File: config.mk
export PLATFORM = sky130hd
export DESIGN_NAME = dsp_addr_gen
export DESIGN_NICKNAME = d
export VERILOG_FILES = /design/src/rtl/dag_pkg.sv /design/src/rtl/dag_ctrl.sv /design/src/rtl/dag_dpath.sv /design/src/rtl/dsp_addr_gen.sv
export SDC_FILE = /design/constraint.sdc
export NUM_CORES = 1
export LEC_CHECK = 0
export BUFFER_PORTS_ARGS = -buffer_cell sky130_fd_sc_hd__buf_2
export CORE_ASPECT_RATIO = 2
export CORE_MARGIN = 8
export CORE_UTILIZATION = 60
export DETAILED_ROUTE_END_ITERATION = 8
export GPL_TIMING_DRIVEN = 0
export PLACE_DENSITY_LB_ADDON = 0.3
export RECOVER_POWER = 50
export SLEW_MARGIN = 20
export SYNTH_ARGS = -nofsm -noshare
export SYNTH_HDL_FRONTEND = slang
export SYNTH_SLANG_ARGS = --single-unit
File: constraint.sdc
create_clock -name clk -period 4.7 [get_ports clk]
set_input_delay 0 -clock clk [delete_from_list [all_inputs] [get_ports clk]]
set_output_delay 0 -clock clk [all_outputs]
set_load 0.1 [all_outputs]
File: src/rtl/dag_pkg.sv
package dag_pkg;

  typedef enum logic [1:0] {
    KIND_IND  = 2'd0,
    KIND_CMP  = 2'd1,
    KIND_DIR  = 2'd2,
    KIND_NONE = 2'd3
  } kind_e;

  typedef enum logic [2:0] {
    MOD_HOLD = 3'd0,
    MOD_INC  = 3'd1,
    MOD_DEC  = 3'd2,
    MOD_STEP = 3'd3,
    MOD_DEC2 = 3'd4
  } mod_e;

  // strobes from control to datapath for the access in the current cycle
  typedef struct packed {
    logic issue;
    logic isWrite;
    logic useDirect;
    logic useSaved;
    logic cmpRead;
    logic wrapOk;
    mod_e modOp;
  } strobe_t;

endpackage

File: src/rtl/dag_ctrl.sv
module dag_ctrl
  import dag_pkg::*;
#(
  parameter int PTR_W = 2
) (
  input  logic             clk,
  input  logic             rstN,
  input  logic             cmdValid,
  input  logic [1:0]       cmdKind,
  input  logic             cmdWrite,
  input  logic [PTR_W-1:0] cmdPtr,
  input  logic [1:0]       cmdMode,
  output strobe_t          st,
  output logic [PTR_W-1:0] actPtr
);

  logic             phaseWr;
  logic [PTR_W-1:0] heldPtr;
  logic [1:0]       heldMode;
  logic             startCmp;

  assign startCmp = !phaseWr && cmdValid && (kind_e'(cmdKind) == KIND_CMP);

  always_comb begin
    st     = '0;
    actPtr = cmdPtr;
    if (phaseWr) begin
      st.issue    = 1'b1;
      st.isWrite  = 1'b1;
      st.useSaved = 1'b1;
      actPtr      = heldPtr;
      case (heldMode)
        2'd1: begin st.modOp = MOD_INC; st.wrapOk = 1'b1; end
        2'd3: st.modOp = MOD_STEP;
        default: st.modOp = MOD_HOLD;
      endcase
    end else if (cmdValid) begin
      case (kind_e'(cmdKind))
        KIND_IND: begin
          st.issue   = 1'b1;
          st.isWrite = cmdWrite;
          case (cmdMode)
            2'd1: begin st.modOp = MOD_INC; st.wrapOk = 1'b1; end
            2'd2: st.modOp = MOD_DEC;
            2'd3: st.modOp = MOD_STEP;
            default: st.modOp = MOD_HOLD;
          endcase
        end
        KIND_CMP: begin
          st.issue   = 1'b1;
          st.cmpRead = 1'b1;
          case (cmdMode)
            2'd0: begin st.modOp = MOD_INC; st.wrapOk = 1'b1; end
            2'd2: st.modOp = MOD_DEC2;
            default: st.modOp = MOD_HOLD;
          endcase
        end
        KIND_DIR: begin
          st.issue     = 1'b1;
          st.isWrite   = cmdWrite;
          st.useDirect = 1'b1;
        end
        default: ;
      endcase
    end
  end

  always_ff @(posedge clk) begin
    if (!rstN) begin
      phaseWr  <= 1'b0;
      heldPtr  <= '0;
      heldMode <= '0;
    end else begin
      phaseWr <= startCmp;
      if (startCmp) begin
        heldPtr  <= cmdPtr;
        heldMode <= cmdMode;
      end
    end
  end

  // a write cycle is never followed by a second write cycle
  assert_single_write_R11: assert property (@(posedge clk) disable iff (!rstN)
    phaseWr |=> !phaseWr);

endmodule

File: src/rtl/dag_dpath.sv
module dag_dpath
  import dag_pkg::*;
#(
  parameter int AW     = 16,
  parameter int NPTR   = 4,
  parameter int OFF_W  = 5,
  parameter int DR_W   = 4,
  parameter int PTR_W  = $clog2(NPTR),
  parameter int WSEL_W = PTR_W + 1
) (
  input  logic              clk,
  input  logic              rstN,
  input  strobe_t           st,
  input  logic [PTR_W-1:0]  actPtr,
  input  logic [OFF_W-1:0]  cmdOffset,
  input  logic [DR_W-1:0]   cmdReg,
  input  logic              regWrEn,
  input  logic [WSEL_W-1:0] regWrSel,
  input  logic [AW-1:0]     regWrData,
  output logic              memValid,
  output logic              memWrite,
  output logic [AW-1:0]     memAddr,
  output logic [DR_W-1:0]   dirReg,
  output logic              dirIsPtr
);

  localparam int PAGE_W = AW - OFF_W;
  localparam logic [WSEL_W-1:0] SEL_BEGIN = WSEL_W'(NPTR);
  localparam logic [WSEL_W-1:0] SEL_END   = WSEL_W'(NPTR + 1);
  localparam logic [WSEL_W-1:0] SEL_STEP  = WSEL_W'(NPTR + 2);
  localparam logic [WSEL_W-1:0] SEL_PAGE  = WSEL_W'(NPTR + 3);

  logic [AW-1:0]     ptrQ [NPTR];
  logic [AW-1:0]     beginQ, endQ, stepQ, savedQ;
  logic [PAGE_W-1:0] pageQ;
  logic [AW-1:0]     curPtr, modVal, nextPtr, addrNext;
  logic              modHit, wrapHit, cmpRdQ, ptrLoadHit;

  assign curPtr     = ptrQ[actPtr];
  assign modHit     = st.issue && !st.useDirect && (st.modOp != MOD_HOLD);
  assign wrapHit    = st.wrapOk && (curPtr == endQ);
  assign ptrLoadHit = regWrEn && (regWrSel == {1'b0, actPtr});

  always_comb begin
    case (st.modOp)
      MOD_INC:  modVal = curPtr + AW'(1);
      MOD_DEC:  modVal = curPtr - AW'(1);
      MOD_STEP: modVal = curPtr + stepQ;
      MOD_DEC2: modVal = curPtr - AW'(2);
      default:  modVal = curPtr;
    endcase
    nextPtr = wrapHit ? beginQ : modVal;
  end

  always_comb begin
    if (st.useDirect)     addrNext = {pageQ, cmdOffset};
    else if (st.useSaved) addrNext = savedQ;
    else                  addrNext = curPtr;
  end

  for (genvar i = 0; i < NPTR; i++) begin : g_ptr
    always_ff @(posedge clk) begin
      if (!rstN)
        ptrQ[i] <= '0;
      else if (regWrEn && regWrSel == WSEL_W'(i))
        ptrQ[i] <= regWrData;
      else if (modHit && actPtr == PTR_W'(i))
        ptrQ[i] <= nextPtr;
    end
  end

  always_ff @(posedge clk) begin
    if (!rstN) begin
      beginQ <= '0;
      endQ   <= '0;
      stepQ  <= '0;
      pageQ  <= '0;
    end else if (regWrEn) begin
      case (regWrSel)
        SEL_BEGIN: beginQ <= regWrData;
        SEL_END:   endQ   <= regWrData;
        SEL_STEP:  stepQ  <= regWrData;
        SEL_PAGE:  pageQ  <= regWrData[AW-1:OFF_W];
        default: ;
      endcase
    end
  end

  always_ff @(posedge clk) begin
    if (!rstN) begin
      savedQ   <= '0;
      memValid <= 1'b0;
      memWrite <= 1'b0;
      memAddr  <= '0;
      dirReg   <= '0;
      dirIsPtr <= 1'b0;
      cmpRdQ   <= 1'b0;
    end else begin
      if (st.issue && !st.useSaved && !st.useDirect) savedQ <= curPtr;
      memValid <= st.issue;
      memWrite <= st.issue && st.isWrite;
      memAddr  <= st.issue ? addrNext : '0;
      dirReg   <= (st.issue && st.useDirect) ? cmdReg : '0;
      dirIsPtr <= st.issue && st.useDirect && (32'(cmdReg) < NPTR);
      cmpRdQ   <= st.issue && st.cmpRead;
    end
  end

  // the read half of a compound access is followed by a write at the same address
  assert_cmp_same_addr_R6: assert property (@(posedge clk) disable iff (!rstN)
    cmpRdQ |=> (memValid && memWrite && memAddr == $past(memAddr)));

  // the upper address bits of a direct access come from the page base
  assert_direct_page_R2: assert property (@(posedge clk) disable iff (!rstN)
    (st.issue && st.useDirect) |=> (memAddr[AW-1:OFF_W] == $past(pageQ)));

  // a match in a wrap mode reloads the wrap start
  assert_wrap_reload_R5: assert property (@(posedge clk) disable iff (!rstN)
    (modHit && wrapHit && !ptrLoadHit) |=> (ptrQ[$past(actPtr)] == $past(beginQ)));

  // decrement-by-two ignores a wrap-limit match
  assert_dec2_no_wrap_R9: assert property (@(posedge clk) disable iff (!rstN)
    (modHit && st.modOp == MOD_DEC2 && curPtr == endQ && !ptrLoadHit)
      |=> (ptrQ[$past(actPtr)] == $past(endQ) - AW'(2)));

  // a pointer load wins over a simultaneous post-modification
  assert_load_wins_R10: assert property (@(posedge clk) disable iff (!rstN)
    (regWrEn && regWrSel < SEL_BEGIN)
      |=> (ptrQ[$past(regWrSel[PTR_W-1:0])] == $past(regWrData)));

endmodule

File: src/rtl/dsp_addr_gen.sv
module dsp_addr_gen
  import dag_pkg::*;
#(
  parameter int AW     = 16,
  parameter int NPTR   = 4,
  parameter int OFF_W  = 5,
  parameter int DR_W   = 4,
  parameter int PTR_W  = $clog2(NPTR),
  parameter int WSEL_W = PTR_W + 1
) (
  input  logic              clk,
  input  logic              rstN,
  input  logic              cmdValid,
  input  logic [1:0]        cmdKind,
  input  logic              cmdWrite,
  input  logic [PTR_W-1:0]  cmdPtr,
  input  logic [1:0]        cmdMode,
  input  logic [OFF_W-1:0]  cmdOffset,
  input  logic [DR_W-1:0]   cmdReg,
  input  logic              regWrEn,
  input  logic [WSEL_W-1:0] regWrSel,
  input  logic [AW-1:0]     regWrData,
  output logic              memValid,
  output logic              memWrite,
  output logic [AW-1:0]     memAddr,
  output logic [DR_W-1:0]   dirReg,
  output logic              dirIsPtr
);

  strobe_t          st;
  logic [PTR_W-1:0] actPtr;

  dag_ctrl #(.PTR_W(PTR_W)) uCtrl (
    .clk(clk), .rstN(rstN), .cmdValid(cmdValid), .cmdKind(cmdKind),
    .cmdWrite(cmdWrite), .cmdPtr(cmdPtr), .cmdMode(cmdMode),
    .st(st), .actPtr(actPtr)
  );

  dag_dpath #(.AW(AW), .NPTR(NPTR), .OFF_W(OFF_W), .DR_W(DR_W),
              .PTR_W(PTR_W), .WSEL_W(WSEL_W)) uDpath (
    .clk(clk), .rstN(rstN), .st(st), .actPtr(actPtr),
    .cmdOffset(cmdOffset), .cmdReg(cmdReg),
    .regWrEn(regWrEn), .regWrSel(regWrSel), .regWrData(regWrData),
    .memValid(memValid), .memWrite(memWrite), .memAddr(memAddr),
    .dirReg(dirReg), .dirIsPtr(dirIsPtr)
  );

endmodule

==> impl_results.md, run 1 <==
- Worst-margin pin slew: 1.19 ns
- Num rows: 63
- WP data arrival: 4.72 ns
- Via density: 6.27
- Largest cells by area after synthesis: dfxtp_1 (23%), edfxtp_1 (21%), nand2_1 (9.4%), a21boi_0 (7.0%), mux2i_1 (4.3%)
- Slowest CP cell: fa_1
- Fill cells: 1176
- Unique masters post-synth: 63
- GP Congestion: 0.957
- Mapped Nets: ~1100
- DRT iter0 DRCs: 815
- RSZ-0062 raised after global routing: no
- Die boundary width: 103 µm
- CTS tree: done
- Setup crit start kind: flip-flop
- Register bit count reported by yosys: between 150 and 200
- Initial Utilization: 61.2%
- Share of layout cells above drive strength 1: roughly a tenth
- Status: completed
- Worst-path clk slew: 0.07 ns
- VDD IR max: 0.276 mV
- Die Y: 190 µm
- Hold Vio Cnt, Final: 0
- Crit-path leading delay family: compound AO/OA/AOI/OAI gates
- Post-Route WL: 29.4 mm
- Final worst slack: 0.161 ns
- Initial antenna violation count: 0
- Cell area after synthesis: 9060 µm²
- Die area: 19500 µm²
- Post-synthesis sequential area ratio: 44.0%
- CP required: 4.88 ns
- R2R Setup Slk: 0.16 ns
- Root buf cell: clkbuf_16
- CP max FO: 10
- Crit-path max cell delay: 0.46 ns
- Clk Latency, worst-skew pair: 0.43 ns
- Tot GR Track Use: 31.3%
- Critical path type: flip-flop to flip-flop
- Mapped Cells: 1015
- Lkg Pwr: 3.79 nW
- Util after Layout: 70.8%
- YS warnings: 0
- N_diodes: 0
- Avg Cell Area, Syn: 8.93 µm²
- Main synth FF type: dfxtp_1
- IO Pins: slightly above 60
- DRT antenna net count: 0
- Final std cells w/o fill: about 1300
- Max cap viols: 0
- Number of global-route vias before repair: around 8200
- Worst Hold Class: input port to flip-flop
- Post-place setup slack: -0.883 ns
- Fin nets: 1158
- Core ar.: 14800 µm²
- Pin count of the biggest net entering global routing: 18
- Port bufs: 49
- Clk_skew: a little over 0.009 ns
- Slew HR: 21.0%
- Post-synth ARST share: 0%
- Cell taking the most area after synthesis: dfxtp_1
- DR pass1 iterations: 6
- DR WL/cell: about 22 µm
- CTS sink cnt: approximately 170
- DP Cell Count: 1259
- # DRC: 0
- Final Power: 3.70 mW
- Cell area power density: 352 nW/µm²
- Wire length of the first global-routing pass: 44.9 mm
- Post-synth EDFFs: 64
- Clock Path Buffers: 2
- Most frequent CP cell: mux2i_4
- Final setup violating endpoints: 0
- DP HPWL: 21.2 mm
- CP Buf/Inv Count: 3
- Grt ovf: 0
- FMAX: roughly 220 MHz
- Via count: 8219
- Num CTS Buffers: 17
- Slew Limit Fails: 0
- Area growth from synthesis to layout: 15.7%
- Final worst path period need: 4.54 ns
- Htree depth: 4
- Synth top area share: about 23%
- Final critical-path share of the clock period: 96.6%
- CP Cell Sequence: clkbuf_4 > buf_6 > mux2i_4 > clkbuf_8 > mux2i_4 > mux2i_4 > ha_1 > fa_1 > a211oi_1 > o21ai_0 > nand3_1 > o21ai_1 > a21o_1 > a21oi_1 > xnor2_1 > a211o_2 > a32o_1
- Critical Path End Type: flip-flop
[area by class of cell]
class / count / area (µm²) / area share, %
plain buffers: 69 / 298 / 2.84
clock buffers: 18 / 450 / 4.29
clock inverters: 14 / 175 / 1.67
inverters: 10 / 37.5 / 0.358
multi-input cells: 766 / 4870 / 46.5
flip-flops and latches: 167 / 3980 / 38.0
well taps: 195 / 244 / 2.33
repair buffers: 71 / 425 / 4.06
[sequential cells by signal (all words and copies together), names as in the netlist]
signal / cells
uCtrl.heldMode: 2
uCtrl.heldPtr: 2
uCtrl.phaseWr: 1
uDpath.beginQ: 16
uDpath.dirIsPtr: 1
uDpath.dirReg: 4
uDpath.endQ: 16
uDpath.memAddr: 16
uDpath.memValid: 1
uDpath.memWrite: 1
uDpath.pageQ: 11
uDpath.ptrQ: 64
uDpath.savedQ: 16
uDpath.stepQ: 16
[metal layers]
layer  wire length [µm]  global-route usage, %  vias to the layer above
li1                   -                      -                     3771
met1               9570                   32.1                     3795
met2              14800                   53.7                      501
met3               2330                   4.98                      152
met4               2620                   25.5                        0
met5                  0                      0                        -
[through the flow]
| stage | setup TNS, ns | hold slack (ns) | cell area (µm²) |
|---|---|---|---|
| after floorplan | 0 | 0.0767 | 9060 |
| after global placement | -26.88 | 0.179 | 9550 |
| after detailed placement | -26.24 | 0.183 | 9550 |
| after CTS | 0 | 0.00560 | 10500 |
| after global routing | 0 | 0.0364 | 10500 |
| final | 0 | 0.0494 | 10500 |
[cells in the mapped netlist, types with 3 or more instances]
cell and number:
a211o_1 3, a211oi_1 11, a21boi_0 85, a21oi_1 27, a22o_1 12, a22oi_1 5
a32o_1 8, and3_1 6, buf_2 3, clkbuf_1 64, dfxtp_1 103, edfxtp_1 64
ha_1 16, inv_1 10, mux2_2 5, mux2i_1 39, mux4_2 6, nand2_1 226
nand2b_1 13, nand3_1 17, nand3b_1 6, nand4_1 3, nand4b_1 3, nor2_1 67
nor2b_1 5, nor3_1 11, nor3b_1 7, nor4_1 4, o211a_1 3, o211ai_1 6
o21a_1 21, o21ai_0 64, o21ai_1 4, o221ai_1 3, o31ai_1 3, or2_2 8
or3_1 4, or3b_2 4, xnor2_1 19, xor2_1 15
[placed cells by master, fill, tap and decap left out, types with 18 or more instances in the layout]
master         netlist  routed
a21boi_0            85      85
a21oi_1             27      27
buf_2                3      25
clkbuf_1            64      85
clkbuf_16            0      18
dfxtp_1            103     103
dlygate4sd3_1        0      20
edfxtp_1            64      64
mux2i_1             39      32
nand2_1            226     226
nor2_1              67      67
o21a_1              21      21
o21ai_0             64      63
xnor2_1             19      19
[worst paths after layout]
check                       end               from  cells past startpoint
max          uDpath.ptrQ[2][14]      uCtrl.phaseWr                     17
min            uDpath.stepQ[15]      regWrData[15]                      3
max reg2reg  uDpath.ptrQ[2][14]      uCtrl.phaseWr                     17
min reg2reg   uDpath.beginQ[12]  uDpath.beginQ[12]                      2
[where the power goes]
group | internal, mW | switching, mW | leakage [nW]
clock | 0.840 | 0.656 | 0.309
sequential | 1.56 | 0.0260 | 1.51
combinational | 0.188 | 0.423 | 1.98
total | 2.59 | 1.11 | 3.79
[worst min-delay path: stages]
cell and delay [ns]:
clkbuf_1 0.24, nand2_1 0.12, a21boi_0 0.07
[timing repair]
action | in CTS | in global routing
hold buffers | 20 | 0
gates resized for setup | 15 | 14
endpoints found under the setup margin | 63 | 57
setup buffers | 2 | 0
pin swaps | 1 | 0
endpoints found under the hold margin | 40 | 0
[cell families (layout without fill, tap and decap cells)]
kind of cell             count (synthesis)  in the layout  synth area share, %
AND/OR/NAND/NOR                        393            393                 19.4
AO/OA/AOI/OAI                          270            270                 20.6
flip-flops                             167            167                 44.0
buffers and inverters                   82            182                 3.60
multiplexers                            52             52                 6.72
XOR/XNOR                                34             34                 3.29
adder cells (fa/ha/maj)                 17             17                 2.43
(Power assumes the default switching activity.)
==> run 2: changes to the inputs <==
CELL_PAD_IN_SITES_DETAIL_PLACEMENT = 1   (was default)
CELL_PAD_IN_SITES_GLOBAL_PLACEMENT = 1   (was default)
CORE_UTILIZATION = 47   (was 60)
==> impl_results.md, run 2 (same netlist as run 1, synthesis figures left out) <==
- Status: completed
- VDD IR max: 0.212 mV
- IO Pins: 62
- Via density: around 6.1
- Die boundary width: 114 µm
- FMAX: ~220 MHz
- RSZ-0062 raised after global routing: yes
- Root buf cell: clkbuf_16
- Hold Vio Cnt, Final: 0
- R2R cell count: 16
- Wire length of the first global-routing pass: 51.7 mm
- Core ar.: 19100 µm²
- Slew HR: approximately 21%
- DRT antenna net count: 0
- Area growth from synthesis to layout: 17.3%
- Lkg Pwr: 3.84 nW
- Slowest CP cell: ha_1
- Final worst path period need: 4.61 ns
- Critical Path End Type: flip-flop
- # DRC: 0
- Grt ovf: 0
- Fin nets: 1168
- GP Congestion: roughly 1
- R2R Setup Slk: roughly 0.088 ns
- Number of global-route vias before repair: slightly below 9000
- Num rows: roughly 70
- Pin count of the biggest net entering global routing: 17
- Reg with most FFs: uDpath.ptrQ
- CP max FO: 10
- Die area: about 24000 µm²
- Num CTS Buffers: 17
- Post-Route WL: 34.5 mm
- Initial Utilization: 47.5%
- Final critical-path share of the clock period: 98.1%
- DRT met1 WL: 12.8 mm
- Clk_skew: ~0.0087 ns
- Met2 routed WL: 18.0 mm
- Met3 WL: 1.69 mm
- CTS sink cnt: between 150 and 200
- Worst-margin pin slew: 1.19 ns
- Share of layout cells above drive strength 1: 10.1%
- Beginning of the critical path: uCtrl.phaseWr
- R2r startpoint: uCtrl.phaseWr
- Via count: 8384
- Die Y: 212 µm
- Crit path to: uDpath.ptrQ[2][14]
- Clk Latency, worst-skew pair: between 0.4 and 0.5 ns
- Critical path type: flip-flop to flip-flop
- Max cap viols: 0
- Htree depth: 4
- Worst Hold Class: input port to flip-flop
- Initial antenna violation count: 0
- Cell area power density: ~350 nW/µm²
- Clock Path Buffers: 2
- CTS tree: done
- DRT iter0 DRCs: 606
- N_diodes: 0
- Most common library cell in the layout ignoring fill and taps: nand2_1
- Worst-path clk slew: 0.07 ns
- HP Start: regWrData[13]
- Crit-path max cell delay: roughly 0.46 ns
- Final Power: 3.68 mW
- Hold slack: 0.0496 ns
- Tot GR Track Use: 28.8%
- Final setup violating endpoints: 0
- Setup crit start kind: flip-flop
- R2R Path End: uDpath.ptrQ[2][14]
- Slew Limit Fails: 0
- Highest routed layer: met4
- WP data arrival: 4.81 ns
- TNS Setup: 0 ns
- DR WL/cell: between 20 and 25 µm
- Commonest cells after routing, fill and taps aside: nand2_1 (226), dfxtp_1 (103), clkbuf_1 (87)
- DR pass1 iterations: 5
- DP HPWL: 24.0 mm
- Number of flip-flops under the largest register name: 64
- Port bufs: 49
- CP required: 4.90 ns
- CP Cell Sequence: buf_2 > buf_4 > mux2i_4 > buf_4 > mux2i_1 > mux2i_4 > ha_1 > o21ai_0 > o21ai_1 > nand3_1 > o21ai_0 > a21o_1 > a21oi_1 > xnor2_1 > a211o_1 > a32o_1
==> run 2: changes by cell type in the layout (fill, tap and decap cells not counted), sizes merged <==
| cell | before | now |
|---|---|---|
| buf | 31 | 44 |
| inv | 19 | 12 |
| clkbuf | 107 | 112 |
| clkinv | 3 | 1 |
| bufinv | 2 | 1 |
| clkinvlp | 0 | 1 |
| dlygate4sd3 | 20 | 21 |
==> run 2: area by class of cell <==
class	instances	area, µm²
Fill cell	2277	8460
Inverter	10	37.5
Sequential cell	167	3980
Tap cell	259	324
Timing Repair Buffer	81	507
Multi-Input combinational cell	766	4900
Clock inverter	5	55.1
Buffer	69	292
Clock buffer	27	537
==> run 2: worst min path at each step <==
stage,end,slack (ns),cells after the start
3_3_place_gp,uDpath.dirIsPtr,0.17,2
4_1_cts,uCtrl.heldPtr[0],0.01,4
6_report,uDpath.beginQ[13],0.05,3
3_5_place_dp,uDpath.dirIsPtr,0.19,2
5_1_grt,uDpath.endQ[13],0.08,3
2_1_floorplan,uDpath.dirIsPtr,0.08,1
==> run 2: stage by stage <==
stage,util (%),setup WS [ns],cell area (µm²),instances
4_1_cts,55.3,0.0104,10600,1379
3_3_place_gp,50.4,-0.814,9630,1323
2_1_floorplan,-,0.341,9060,1015
5_1_grt,55.7,-0.0671,10600,1384
6_report,55.7,0.0882,10600,1384
3_5_place_dp,50.4,-0.912,9630,1323
==> run 2: critical path, delay by kind of cell (launching register included) <==
family | cells | cell delay [ns]
flops | 1 | 0.31
compound gates | 7 | 1.57
buf+inv | 3 | 0.66
fa+ha+maj | 1 | 0.46
simple gates | 1 | 0.16
mux | 3 | 1.04
xor+xnor | 1 | 0.15
==> run 2: per-layer routing <==
metal  vias up  track usage [%]
met3       112             4.30
met2       298             51.3
li1       3788                -
met5         -                0
met4         0             18.0
met1      4186             31.1
==> run 2: what timing repair did <==
item | 4_1_cts | 5_1_grt
resized for setup | 18 | 13
endpoints found under the setup margin | 60 | 37
hold endpoints to repair | 31 | 0
hold buffers | 21 | 0
setup buffers | 4 | 7
pin swaps | 0 | 2
==> run 2: report_power, final <==
part / internal [mW] / switching (mW) / total [mW] / leakage [nW]
Clock: 0.839 / 0.610 / 1.45 / 0.292
Combinational: 0.194 / 0.444 / 0.638 / 2.04
Sequential: 1.56 / 0.0297 / 1.59 / 1.51
Total: 2.60 / 1.08 / 3.68 / 3.84
==> run 3: changes to the inputs <==
CORE_ASPECT_RATIO = default   (was 2)
CORE_UTILIZATION = 51   (was 47)
clock period = 5.86 ns   (was 4.7 ns; I/O delays follow)
==> impl_results.md, run 3 (same netlist as run 1, synthesis figures left out) <==
- CTS sink cnt: 167
- Most common library cell in the layout ignoring fill and taps: nand2_1
- R2R cell count: 14
- Num rows: 48
- Htree depth: 4
- Number of flip-flops under the largest register name: 64
- Critical path type: flip-flop to flip-flop
- DRT antenna net count: 0
- R2r startpoint: uCtrl.phaseWr
- DR WL/cell: 24.9 µm
- Die boundary width: 149 µm
- Worst Hold Class: input port to flip-flop
- Net Sw Frac: 31.8%
- Final setup violating endpoints: 0
- DRT met1 WL: 13.0 mm
- Clock Path Buffers: 2
- Initial Utilization: between 50% and 60%
- Final critical-path share of the clock period: 95.6%
- Endpoint, Worst Hold: uCtrl.heldPtr[0]
- FF/Latch Area: around 4000 µm²
- Reg with most FFs: uDpath.ptrQ
- Worst-margin pin slew: 1.33 ns
- Clk pwr share: 39.7%
- DR pass1 iterations: 5
- IO Pins: 62
- Via density: 6.27
- Slew HR: 9.03%
- Status: completed
- Hold path cells: 4
- Slew Limit Fails: 0
- Placed inst area: 9590 µm²
- Worst-path clk slew: 0.07 ns
- DRT iter0 DRCs: 656
- Die Y: ~150 µm
- FMAX: about 180 MHz
- WP data arrival: 5.81 ns
- Die area: 22300 µm²
- N_diodes: 0
- Max cap viols: 0
- Highest routed layer: met4
- Clk_skew: 0.0147 ns
- R2R Path End: uDpath.ptrQ[0][13]
- Cell area power density: 282 nW/µm²
- Setup crit start kind: flip-flop
- Post-place setup slack: 0.283 ns
- Met3 WL: 2.55 mm
- Area growth from synthesis to layout: 14.4%
- GP Congestion: 0.921
- Pin count of the biggest net entering global routing: 18
- Clk Latency, worst-skew pair: 0.45 ns
- Lkg Pwr: 3.76 nW
- Final worst slack: 0.257 ns
- VDD IR max: 0.242 mV
- TNS Setup: 0 ns
- RSZ-0062 raised after global routing: no
- Via count: 8414
- DP HPWL: approximately 23 mm
- Grt ovf: 0
- Fill cells: 2015
- # DRC: 0
- CP required: 6.06 ns
- CP max FO: 10
- Critical Path End Type: flip-flop
- Wire length of the first global-routing pass: about 50 mm
- Commonest cells after routing, fill and taps aside: nand2_1 (226), dfxtp_1 (103), clkbuf_1 (90)
- Met2 routed WL: about 16 mm
- Post-Route WL: 33.4 mm
- Initial antenna violation count: 0
- Flop pwr share: 43.6%
- Area taken by multi-input logic gates: 4760 µm²
- Hold slack: around 0.032 ns
- Num CTS Buffers: 17
- Final worst path period need: around 5.6 ns
- Hold Vio Cnt, Final: 0
- Final Power: 2.93 mW
- Share of layout cells above drive strength 1: 8.15%
- Fin area: 10400 µm²
- Root buf cell: clkbuf_16
- Number of global-route vias before repair: 8873
- Cell-internal power: 2.00 mW
- Port bufs: a little under 50
- HP Start: cmdKind[1]
- Fin nets: 1160
- Sw power: 0.929 mW
- CTS tree: done
- Tot GR Track Use: 30.3%
- Core ar.: 17400 µm²
- R2R Setup Slk: 0.26 ns
- Comb pwr share: 16.8%
[run 3: cell count changes in the layout (fill, tap and decap cells not counted), moves of 3 or more]
| cell | change |
|---|---|
| mux2i_1 | +9 |
| buf_4 | -11 |
| inv_8 | +3 |
| clkbuf_1 | +3 |
| mux2i_4 | -5 |
| clkbuf_2 | -3 |
| inv_6 | +5 |
| mux2i_2 | -4 |
| o21ai_0 | +3 |
| clkinv_4 | +3 |
[run 3: power groups by stage]
stage | Combinational, mW | Sequential (mW) | Clock, mW
2_1_floorplan | 0.264 | 1.34 | 0
3_3_place_gp | 0.449 | 1.30 | 0
3_5_place_dp | 0.463 | 1.30 | 0
4_1_cts | 0.482 | 1.27 | 1.15
5_1_grt | 0.517 | 1.28 | 1.20
6_report | 0.491 | 1.27 | 1.16
[run 3: worst max path at each step]
stage / start / end / slack, ns
3_5_place_dp: uCtrl.phaseWr / uDpath.ptrQ[0][13] / 0.28
2_1_floorplan: uCtrl.phaseWr / uDpath.ptrQ[0][14] / 1.50
3_3_place_gp: uCtrl.phaseWr / uDpath.ptrQ[1][13] / 0.39
5_1_grt: uCtrl.phaseWr / uDpath.ptrQ[0][14] / 0.10
4_1_cts: uCtrl.phaseWr / uDpath.ptrQ[0][14] / 0.16
6_report: uCtrl.phaseWr / uDpath.ptrQ[0][13] / 0.26
[run 3: timing repair]
item,in CTS,in global routing
endpoints found under the hold margin,40,0
setup buffers,0,0
endpoints found under the setup margin,0,8
gates resized for setup,0,1
hold buffers,21,0
[run 3: final cells by class]
| cell class | count | area share (%) |
|---|---|---|
| repair buffers | 70 | 4.09 |
| multi-input cells | 766 | 45.9 |
| plain buffers | 72 | 2.78 |
| flip-flops and latches | 167 | 38.4 |
| well taps | 225 | 2.72 |
| inverters | 10 | 0.362 |
| clock inverters | 13 | 1.23 |
| clock buffers | 19 | 4.48 |
[run 3: metrics by stage]
step / cells / utilization, %
5_1_grt: 1342 / 59.7
3_3_place_gp: 1289 / 55.3
4_1_cts: 1342 / 59.9
2_1_floorplan: 1015 / -
3_5_place_dp: 1289 / 55.3
6_report: 1342 / 59.7
[run 3: critical path, stage by stage, from the launching register on]
cell and delay [ns]:
dfxtp_1 0.31, buf_2 0.17, mux2i_1 0.86, buf_4 0.36, mux2i_1 1.09, ha_1 0.47, a21oi_1 0.15, o22ai_1 0.14
o21ai_0 0.41, o221ai_1 0.24, xnor2_1 0.23, nor2_1 0.08, a211o_1 0.30, mux2_2 0.33, a22o_1 0.21
[run 3: per-layer routing]
metal / vias to the layer above / global-route usage [%]
li1: 3776 / -
met5: - / 0
met2: 407 / 50.7
met4: 0 / 17.6
met3: 102 / 5.61
met1: 4129 / 36.0
